### src/rtl/dma_prot_pkg.sv
package dma_prot_pkg;
  localparam int unsigned REG_W  = 64;
  localparam int unsigned HAW    = 36;
  localparam int unsigned GRAN_N = 20;
  localparam int unsigned FLD_LO = GRAN_N + 1;
  localparam int unsigned FLD_W  = HAW - FLD_LO;

  typedef enum logic [1:0] {SEL_BASE = 2'd0, SEL_LIMIT = 2'd1, SEL_CTRL = 2'd2} sel_e;

  function automatic logic [HAW-1:0] base_expand(input logic [FLD_W-1:0] f);
    return {f, {FLD_LO{1'b0}}};
  endfunction

  function automatic logic [HAW-1:0] limit_expand(input logic [FLD_W-1:0] f);
    return {f, {FLD_LO{1'b1}}};
  endfunction

  function automatic logic [REG_W-1:0] reg_view(input logic [FLD_W-1:0] f);
    return {{(REG_W-HAW){1'b0}}, f, {FLD_LO{1'b0}}};
  endfunction
endpackage

### src/rtl/dma_prot_lock.sv
module dma_prot_lock (
  input  logic clk,
  input  logic rst_n,
  input  logic cmd_lock,
  input  logic cmd_unlock,
  output logic locked
);
  always_ff @(posedge clk) begin
    if (!rst_n)          locked <= 1'b0;
    else if (cmd_lock)   locked <= 1'b1;
    else if (cmd_unlock) locked <= 1'b0;
  end

  p_lock_wins_r4: assert property (@(posedge clk) disable iff (!rst_n)
    (cmd_lock && cmd_unlock) |=> locked);
  p_unlock_clears_r3: assert property (@(posedge clk) disable iff (!rst_n)
    (cmd_unlock && !cmd_lock) |=> !locked);
endmodule

### src/rtl/dma_prot_regs.sv
module dma_prot_regs
  import dma_prot_pkg::*;
(
  input  logic             clk,
  input  logic             rst_n,
  input  logic             cap_supported,
  input  logic             locked,
  input  logic             reg_wr,
  input  logic [1:0]       reg_sel,
  input  logic [REG_W-1:0] reg_wdata,
  output logic [REG_W-1:0] reg_rdata,
  output logic [FLD_W-1:0] base_f,
  output logic [FLD_W-1:0] limit_f,
  output logic             enable
);
  logic range_wr_ok;
  logic base_we, limit_we;
  assign range_wr_ok = cap_supported && !locked && !enable;
  assign base_we  = reg_wr && (reg_sel == SEL_BASE)  && range_wr_ok;
  assign limit_we = reg_wr && (reg_sel == SEL_LIMIT) && range_wr_ok;

  always_ff @(posedge clk) begin
    if (!rst_n) begin
      base_f  <= '0;
      limit_f <= '0;
      enable  <= 1'b0;
    end else begin
      if (base_we)  base_f  <= reg_wdata[HAW-1:FLD_LO];
      if (limit_we) limit_f <= reg_wdata[HAW-1:FLD_LO];
      if (reg_wr && reg_sel == SEL_CTRL) enable <= reg_wdata[0];
    end
  end

  always_comb begin
    unique case (reg_sel)
      SEL_BASE:  reg_rdata = reg_view(base_f);
      SEL_LIMIT: reg_rdata = reg_view(limit_f);
      SEL_CTRL:  reg_rdata = {{(REG_W-1){1'b0}}, enable};
      default:   reg_rdata = '0;
    endcase
  end

  p_lock_holds_r3: assert property (@(posedge clk) disable iff (!rst_n)
    locked |=> ($stable(base_f) && $stable(limit_f)));
  p_nocap_holds_r5: assert property (@(posedge clk) disable iff (!rst_n)
    !cap_supported |=> ($stable(base_f) && $stable(limit_f)));
  p_enable_holds_r6: assert property (@(posedge clk) disable iff (!rst_n)
    enable |=> ($stable(base_f) && $stable(limit_f)));
  p_reserved_zero_r2: assert property (@(posedge clk) disable iff (!rst_n)
    reg_rdata[REG_W-1:HAW] == '0);
endmodule

### src/rtl/dma_prot_cmp.sv
module dma_prot_cmp
  import dma_prot_pkg::*;
(
  input  logic             clk,
  input  logic             rst_n,
  input  logic             enable,
  input  logic [FLD_W-1:0] base_f,
  input  logic [FLD_W-1:0] limit_f,
  input  logic             req_valid_in,
  input  logic [REG_W-1:0] req_addr,
  output logic             resp_valid,
  output logic             resp_blocked
);
  logic [HAW-1:0] lo_addr, hi_addr, a;
  logic region_valid, in_range, hit;
  assign lo_addr      = base_expand(base_f);
  assign hi_addr      = limit_expand(limit_f);
  assign a            = req_addr[HAW-1:0];
  assign region_valid = limit_f >= base_f;
  assign in_range     = (a >= lo_addr) && (a <= hi_addr);
  assign hit          = enable && region_valid && in_range;

  always_ff @(posedge clk) begin
    if (!rst_n) begin
      resp_valid   <= 1'b0;
      resp_blocked <= 1'b0;
    end else begin
      resp_valid <= req_valid_in;
      if (req_valid_in) resp_blocked <= hit;
    end
  end

  p_invalid_open_r8: assert property (@(posedge clk) disable iff (!rst_n)
    (req_valid_in && !region_valid) |=> !resp_blocked);
  p_disabled_open_r7: assert property (@(posedge clk) disable iff (!rst_n)
    (req_valid_in && !enable) |=> !resp_blocked);
  p_hold_r10: assert property (@(posedge clk) disable iff (!rst_n)
    !req_valid_in |=> $stable(resp_blocked));
endmodule

### src/rtl/dma_prot_range.sv
module dma_prot_range
  import dma_prot_pkg::*;
(
  input  logic             clk,
  input  logic             rst_n,
  input  logic             cap_supported,
  input  logic             cmd_lock,
  input  logic             cmd_unlock,
  input  logic             reg_wr,
  input  logic [1:0]       reg_sel,
  input  logic [REG_W-1:0] reg_wdata,
  output logic [REG_W-1:0] reg_rdata,
  input  logic             req_valid_in,
  input  logic [REG_W-1:0] req_addr,
  output logic             resp_valid,
  output logic             resp_blocked
);
  logic             locked, enable;
  logic [FLD_W-1:0] base_f, limit_f;

  dma_prot_lock u_lock (
    .clk(clk), .rst_n(rst_n), .cmd_lock(cmd_lock), .cmd_unlock(cmd_unlock), .locked(locked));

  dma_prot_regs u_regs (
    .clk(clk), .rst_n(rst_n), .cap_supported(cap_supported), .locked(locked),
    .reg_wr(reg_wr), .reg_sel(reg_sel), .reg_wdata(reg_wdata), .reg_rdata(reg_rdata),
    .base_f(base_f), .limit_f(limit_f), .enable(enable));

  dma_prot_cmp u_cmp (
    .clk(clk), .rst_n(rst_n), .enable(enable), .base_f(base_f), .limit_f(limit_f),
    .req_valid_in(req_valid_in), .req_addr(req_addr),
    .resp_valid(resp_valid), .resp_blocked(resp_blocked));

  p_resp_follows_req_r10: assert property (@(posedge clk) disable iff (!rst_n)
    req_valid_in |=> resp_valid);
endmodule

### config.mk
export PLATFORM = sky130hd
export DESIGN_NAME = dma_prot_range
export DESIGN_NICKNAME = d
export VERILOG_FILES = /design/src/rtl/dma_prot_pkg.sv /design/src/rtl/dma_prot_lock.sv /design/src/rtl/dma_prot_regs.sv /design/src/rtl/dma_prot_cmp.sv /design/src/rtl/dma_prot_range.sv
export SDC_FILE = /design/constraint.sdc
export NUM_CORES = 1
export LEC_CHECK = 0
export CORE_ASPECT_RATIO = 0.6
export CORE_MARGIN = 4
export CORE_UTILIZATION = 38
export CTS_BUF_LIST = sky130_fd_sc_hd__clkbuf_4 sky130_fd_sc_hd__clkbuf_8
export DETAILED_ROUTE_END_ITERATION = 8
export PLACE_DENSITY = 0.89
export SYNTH_ARGS = -nofsm -noshare
export SYNTH_HDL_FRONTEND = slang
export SYNTH_SLANG_ARGS = --single-unit
export TNS_END_PERCENT = 100
### constraint.sdc
create_clock -name clk -period 2 [get_ports clk]
set_input_delay 0.4 -clock clk [delete_from_list [all_inputs] [get_ports clk]]
set_output_delay 0.4 -clock clk [all_outputs]
set_load 0.01 [all_outputs]
After elaboration in Yosys (flattened, before gate mapping)
Index checks and enable logic that the tools add are counted.
- reductions and logical operators: 14
- $lt $le $gt $ge: 3
- eq/ne operators: 2
- multiplexer cells: 3
- operators with widths (operator ; number):
    $pmux W36 S3 ; 1
    $ge A36 B36 Y1 ; 1
    $le A36 B36 Y1 ; 1
    $ge A15 B15 Y1 ; 1
    $logic_and A1 B1 Y1 ; 10
    $eq A2 B1 Y1 const B ; 1
    $eq A2 B2 Y1 const B ; 1
    $logic_not A1 Y1 ; 2
    $logic_not A2 Y1 ; 1
    $mux W1 ; 2
    $reduce_bool A2 Y1 ; 1
- output and inout bits: 66
- bits of input ports: 137
- flip-flop bits (word level): 34
- word-level logic and storage cells: 28

Longest topological paths before layout
- depth in word-level cells: 4
- depth in mapped cells: 8
- mapped depth without buffers: 8

Cells and area by module
From an unflattened synthesis, not the netlist that was laid out.
- cell total of the unflattened synthesis: 370
- area, all modules: 3085.5 um^2
- modules (own cells, without submodules) (module ; times used ; area an instance (um^2) ; sequential area each (um^2) ; cells an instance):
    dma_prot_regs ; 1 ; 1824.2 ; 620.6 ; 204
    dma_prot_cmp ; 1 ; 1219.9 ; 40.0 ; 163
    dma_prot_lock ; 1 ; 41.3 ; 20.0 ; 3

Worst setup path before layout
No wires, ideal clock.
- path type: input -> register
- start: in req_addr[22]
- end: reg u_cmp.resp_blocked
- stages on the path: 7
- required time: 1.914 ns
- buffers on the path: 0
- setup time: 0.086 ns
- arrival: 1.662 ns
- setup slack: 0.252 ns
- cell sequence: ha_1 -> nor4bb_1 -> and4_1 -> a311oi_1 -> nor3_1 -> o21ai_1 -> a221oi_2
- word-level cells in the longest chain between the ends: 3
- elaborated cells between the ends (all ways): 4
- classes of those cells: order compare: 2; reduce/logical: 2
- RTL lines (element ; line ; source):
    start: declaration ; dma_prot_range.sv:14 ; input logic [REG_W-1:0] req_addr,
    $ge A36 B36 Y1 / $le A36 B36 Y1 (equally long branches) ; dma_prot_cmp.sv:20 ; assign in_range = (a >= lo_addr) && (a <= hi_addr);
    $logic_and A1 B1 Y1 * ; dma_prot_cmp.sv:20 ;
    $logic_and A1 B1 Y1 * ; dma_prot_cmp.sv:21 ; assign hit = enable && region_valid && in_range;
    end signal: assignment ; dma_prot_cmp.sv:29 ; if (req_valid_in) resp_blocked <= hit;
    end: declaration ; dma_prot_cmp.sv:12 ; output logic resp_blocked
Every way passes the cells marked *; elsewhere a longest branch is shown, timed or not.
A chain may end at the register's enable or synchronous reset.

Worst setup path in the final report
- start: in reg_sel[1]
- end: out reg_rdata[0]
- word-level cells in the longest chain between the ends: 2
- elaborated cells between the ends (all ways): 4
- classes of those cells: eq/ne: 2; mux: 1; reduce/logical: 1
- RTL lines (element ; line ; source):
    start: declaration ; dma_prot_range.sv:10 ; input logic [1:0] reg_sel,
    $eq A2 B2 Y1 (tied with other cells) ; dma_prot_regs.sv:35 ; unique case (reg_sel)
    $pmux W36 S3 * ; dma_prot_regs.sv:35 ;
    end: declaration ; dma_prot_range.sv:12 ; output logic [REG_W-1:0] reg_rdata,
Marks and branches as above.

==> results.txt <==
- Number of core rows: 25
* Area growth from synthesis to final layout: 31.77%
- The later pin in the worst-skew pair is clocked with a latency of 0.29 ns.
* Logic depth of the worst register-to-register path: 8
* RR Endpoint: u_cmp.resp_blocked
* Unrepaired setup endpoints after global routing: false
- VDD IR max: 275.7 uV
- Average wire length per cell after detail routing: 15.38 um
- Clock-pin slew on the worst setup and hold paths: 0.07 ns
- Top cell family by delay on the critical path: buffers and inverters
- CP endpoint kind: primary output
- Area of the mapped netlist: 3072 um2
- Final slew viol count: 0
* Delay of the slowest cell on the worst path: 0.50 ns
- The synthesized design contains 34 register bits.
* Endpoint of the worst hold-timing path: u_regs.base_f[2]
- Register-to-register path setup slack: 0.12 ns
- The first global-routing pass estimated 12880 um of wire.
* Worst setup path class: in -> out
- Total wirelength of the detailed-routed design: 8443 um
- The design draws 1.813 mW.
* Max Root-Sink Buffers: 2
- DP Wirelength: 6949 um
- Total overflow reported by the global router: 0
- In the final design database the tool counted 623 nets.
- Post-synthesis sequential area ratio: 22.16%
- The analysis attributes to cell leakage a power of 1.805 nW.
- Clock sink total: 34
- The synthesized design devotes to its leading area cell type 22.16% of total area.
* Cell taking the most area after synthesis: sky130_fd_sc_hd__dfxtp_1
- Detailed-route via count: 2604
* GRT Util Overall: 17.09%
- TritonCTS created 5 clock buffers.
- Top fanout value on the critical path: 18
- After clock tree synthesis, the flow added hold-fix buffers numbering 0.
* Startpoint of the most critical register-to-register path: u_regs.limit_f[2]
- Yosys printed 0 warnings.
- The H-tree was split into 2 levels.
- In the layout the commonest cells are sky130_fd_sc_hd__clkdlybuf4s50_1 (58), sky130_fd_sc_hd__conb_1 (48), sky130_fd_sc_hd__mux2i_1 (46).
* Kind of launch point of the worst setup path: primary input
* Number of antenna violations at the first check in global routing: 0
- Diode insertion count for antenna repair: 0
- Ranked by total cell area, the synthesized netlist is headed by sky130_fd_sc_hd__dfxtp_1 (22%), sky130_fd_sc_hd__ha_1 (18%), sky130_fd_sc_hd__mux2i_1 (15%).
- Antenna violation net count after detailed routing: 0
- Starting DRT DRC Count: 157
- GPL Wtd Cong: 0.8518
- Post-synthesis cell type count: 41
* Ratio of cells with drive above 1 in the final layout: 6.576%
* Area taken by multi-input logic gates: 2058 um2
- Result of the run: finished, final reports clean
- For the final database, setup skew stands at 0.006592 ns.
- The filler cells instantiated in the layout total 721.
- F_max: 515.5 MHz
- The die covers 9633 um2.
- The number of global-route vias before repair was 2618.
- The die is 77.64 um tall.
* Detailed-routing iteration count for the pre-antenna-repair pass: 4
* Final worst path period share: 96.99%
- Buffers placed on the I/O ports in this run total 78.
* Hold path startpoint: u_regs.base_f[2]
- In the final layout, flip-flops and latches occupy 680.7 um2.
* Gate count of the mapped netlist: 353
* Mean instance size in the synthesized netlist: 8.702 um2
- Horizontal extent of the die: 124.1 um
- Remaining design rule violation count: 0
- Hold slack final: 0.5417 ns
- Critical path arrival: 1.54 ns
* Boundary Pins: 203
- Starting Density: 38.97%
- Dividing the detail-routed via count by the number of cells gives 4.743.
- Cell Area, Placed: 3885 um2
- Data on the critical path is required at its endpoint by 1.60 ns.
- CP Buf/Inv Count: 3
- Hold Path Stages: 2
- The worst path in the final design needs a cycle of 1.940 ns, including I/O delays and setup.
- For this design, the slowest cell found on the critical path is sky130_fd_sc_hd__clkdlybuf4s50_1.
- Buffer type at the clock tree root: sky130_fd_sc_hd__clkbuf_8
- CP cell instances: clkdlybuf4s50_1 > buf_12 > and3b_1 > dlygate4sd2_1
- The library cell used most frequently in the layout, excluding fill and tap cells, is sky130_fd_sc_hd__clkdlybuf4s50_1.
- # Max-Cap Violations: 0
* Finish-stage setup viols: 0
- CTS tree: yes
- Kind of path behind the tightest hold check: reg -> reg
* Final std cell area, no fill: 4048 um2
- Total setup buffers inserted after CTS: 0
- Entering global routing, the biggest net connects 33 pins.
* Final Hold Vio Count: 0
- Dividing total power by cell area gives a power density of 447.9 nW/um2.
- After floorplanning, the core was sized to cover 7883 um2.
logic make-up (layout without fill, tap and decap cells):
family	Yosys count	count (layout)	synth area share (%)
buffers and inverters	89	130	17.68
adders and majority gates	45	45	18.33
AOI/OAI and AO/OA	39	39	7.902
DFF	34	34	22.16
other	1	48	0.1221
and+or+nand+nor	99	99	18.82
muxes	46	46	14.99
how the worst max path moves through the flow:
stage	startpoint	endpoint	slack (ns)	depth (start not counted)
floorplan	req_addr[22]	u_cmp.resp_blocked	0.25	7
global placement	req_addr[22]	u_cmp.resp_blocked	-0.37	8
detailed placement	req_addr[21]	u_cmp.resp_blocked	-0.43	9
CTS	reg_sel[0]	reg_rdata[33]	0.02	5
global route	reg_sel[0]	reg_rdata[35]	0.001	5
finish	reg_sel[1]	reg_rdata[0]	0.06	4
power by group:
group	internal, mW	total (mW)	switching, mW
logic	0.237	0.447	0.210
clock network	0.399	0.662	0.263
registers	0.690	0.704	0.0131
layer usage:
layer / GRT usage (%) / vias up / wire length (um) / part of all wire, %
met4: 3.279 / 0 / 41 / 0.49
met5: 0 / - / 0 / 0
met2: 25.75 / 95 / 3714 / 44
met3: 6.045 / 4 / 828 / 9.8
met1: 23.59 / 1201 / 3858 / 46
li1: - / 1304 / - / -
sequential cells by signal, summed over array words and instances, names as in the netlist:
name                count
u_cmp.resp_blocked      1
u_regs.limit_f         15
u_cmp.resp_valid        1
u_regs.base_f          15
u_lock.locked           1
u_regs.enable           1
per-stage QoR:
step	util [%]	std cells	worst slack [ns]	setup TNS, ns
after global placement	49.29	541	-0.3685	-4.438
final	51.35	549	0.06011	0
after floorplan	-	400	0.2515	0
after detailed placement	49.29	541	-0.4272	-4.557
after global routing	51.35	549	0.001052	0
after CTS	50.92	549	0.02457	0
synthesized netlist by cell type:
| cell | number |
|---|---|
| sky130_fd_sc_hd__buf_4 | 48 |
| sky130_fd_sc_hd__mux2i_1 | 46 |
| sky130_fd_sc_hd__ha_1 | 45 |
| sky130_fd_sc_hd__nor2b_1 | 35 |
| sky130_fd_sc_hd__dfxtp_1 | 34 |
| sky130_fd_sc_hd__inv_1 | 31 |
| sky130_fd_sc_hd__nor2_1 | 18 |
| sky130_fd_sc_hd__a21oi_1 | 13 |
| sky130_fd_sc_hd__nand4_1 | 12 |
| sky130_fd_sc_hd__o21ai_0 | 9 |
| sky130_fd_sc_hd__nand3_1 | 8 |
| sky130_fd_sc_hd__nand2_1 | 7 |
| sky130_fd_sc_hd__nor4_1 | 5 |
| sky130_fd_sc_hd__a211oi_1 | 4 |
| sky130_fd_sc_hd__buf_2 | 4 |
| sky130_fd_sc_hd__clkbuf_1 | 4 |
| sky130_fd_sc_hd__nor3_1 | 4 |
| sky130_fd_sc_hd__a21o_1 | 2 |
| sky130_fd_sc_hd__o21a_1 | 2 |
| sky130_fd_sc_hd__a21boi_0 | 1 |
| sky130_fd_sc_hd__a221oi_2 | 1 |
| sky130_fd_sc_hd__a311oi_1 | 1 |
| sky130_fd_sc_hd__a31o_2 | 1 |
| sky130_fd_sc_hd__a31oi_1 | 1 |
| sky130_fd_sc_hd__and2_1 | 1 |
| sky130_fd_sc_hd__and2b_1 | 1 |
| sky130_fd_sc_hd__and3b_1 | 1 |
| sky130_fd_sc_hd__and4_1 | 1 |
| sky130_fd_sc_hd__buf_12 | 1 |
| sky130_fd_sc_hd__buf_6 | 1 |
| sky130_fd_sc_hd__conb_1 | 1 |
| sky130_fd_sc_hd__nand2_2 | 1 |
| sky130_fd_sc_hd__nand3b_1 | 1 |
| sky130_fd_sc_hd__nor3b_1 | 1 |
| sky130_fd_sc_hd__nor4_4 | 1 |
| sky130_fd_sc_hd__nor4b_2 | 1 |
| sky130_fd_sc_hd__nor4bb_1 | 1 |
| sky130_fd_sc_hd__o211ai_1 | 1 |
| sky130_fd_sc_hd__o21ai_1 | 1 |
| sky130_fd_sc_hd__o21bai_1 | 1 |
| sky130_fd_sc_hd__o22ai_1 | 1 |
area by class of cell:
cell class	count	area share, %
Timing Repair Buffer	92	23.34
Clock buffer	6	2.040
Inverter	31	2.875
Clock inverter	1	0.7419
Sequential cell	34	16.82
Multi-Input combinational cell	277	50.85
Tap cell	108	3.338
worst register-to-register path: stages (launching register included):
cell and delay, ns:
sky130_fd_sc_hd__dfxtp_1 0.39, sky130_fd_sc_hd__inv_1 0.07, sky130_fd_sc_hd__ha_1 0.30, sky130_fd_sc_hd__nand4_1 0.14
sky130_fd_sc_hd__nor4_1 0.36, sky130_fd_sc_hd__buf_4 0.18, sky130_fd_sc_hd__a31o_2 0.14, sky130_fd_sc_hd__a21oi_1 0.04
sky130_fd_sc_hd__a221oi_2 0.18
timing repair:
| item | CTS | global route |
|---|---|---|
| endpoints found under the hold margin | 0 | 0 |
| endpoints found under the setup margin | 17 | 3 |
| pin swaps | 4 | 7 |
| gates resized for setup | 19 | 7 |
| cloned | 1 | 0 |
Note: power is estimated with default switching activity, not from simulation.
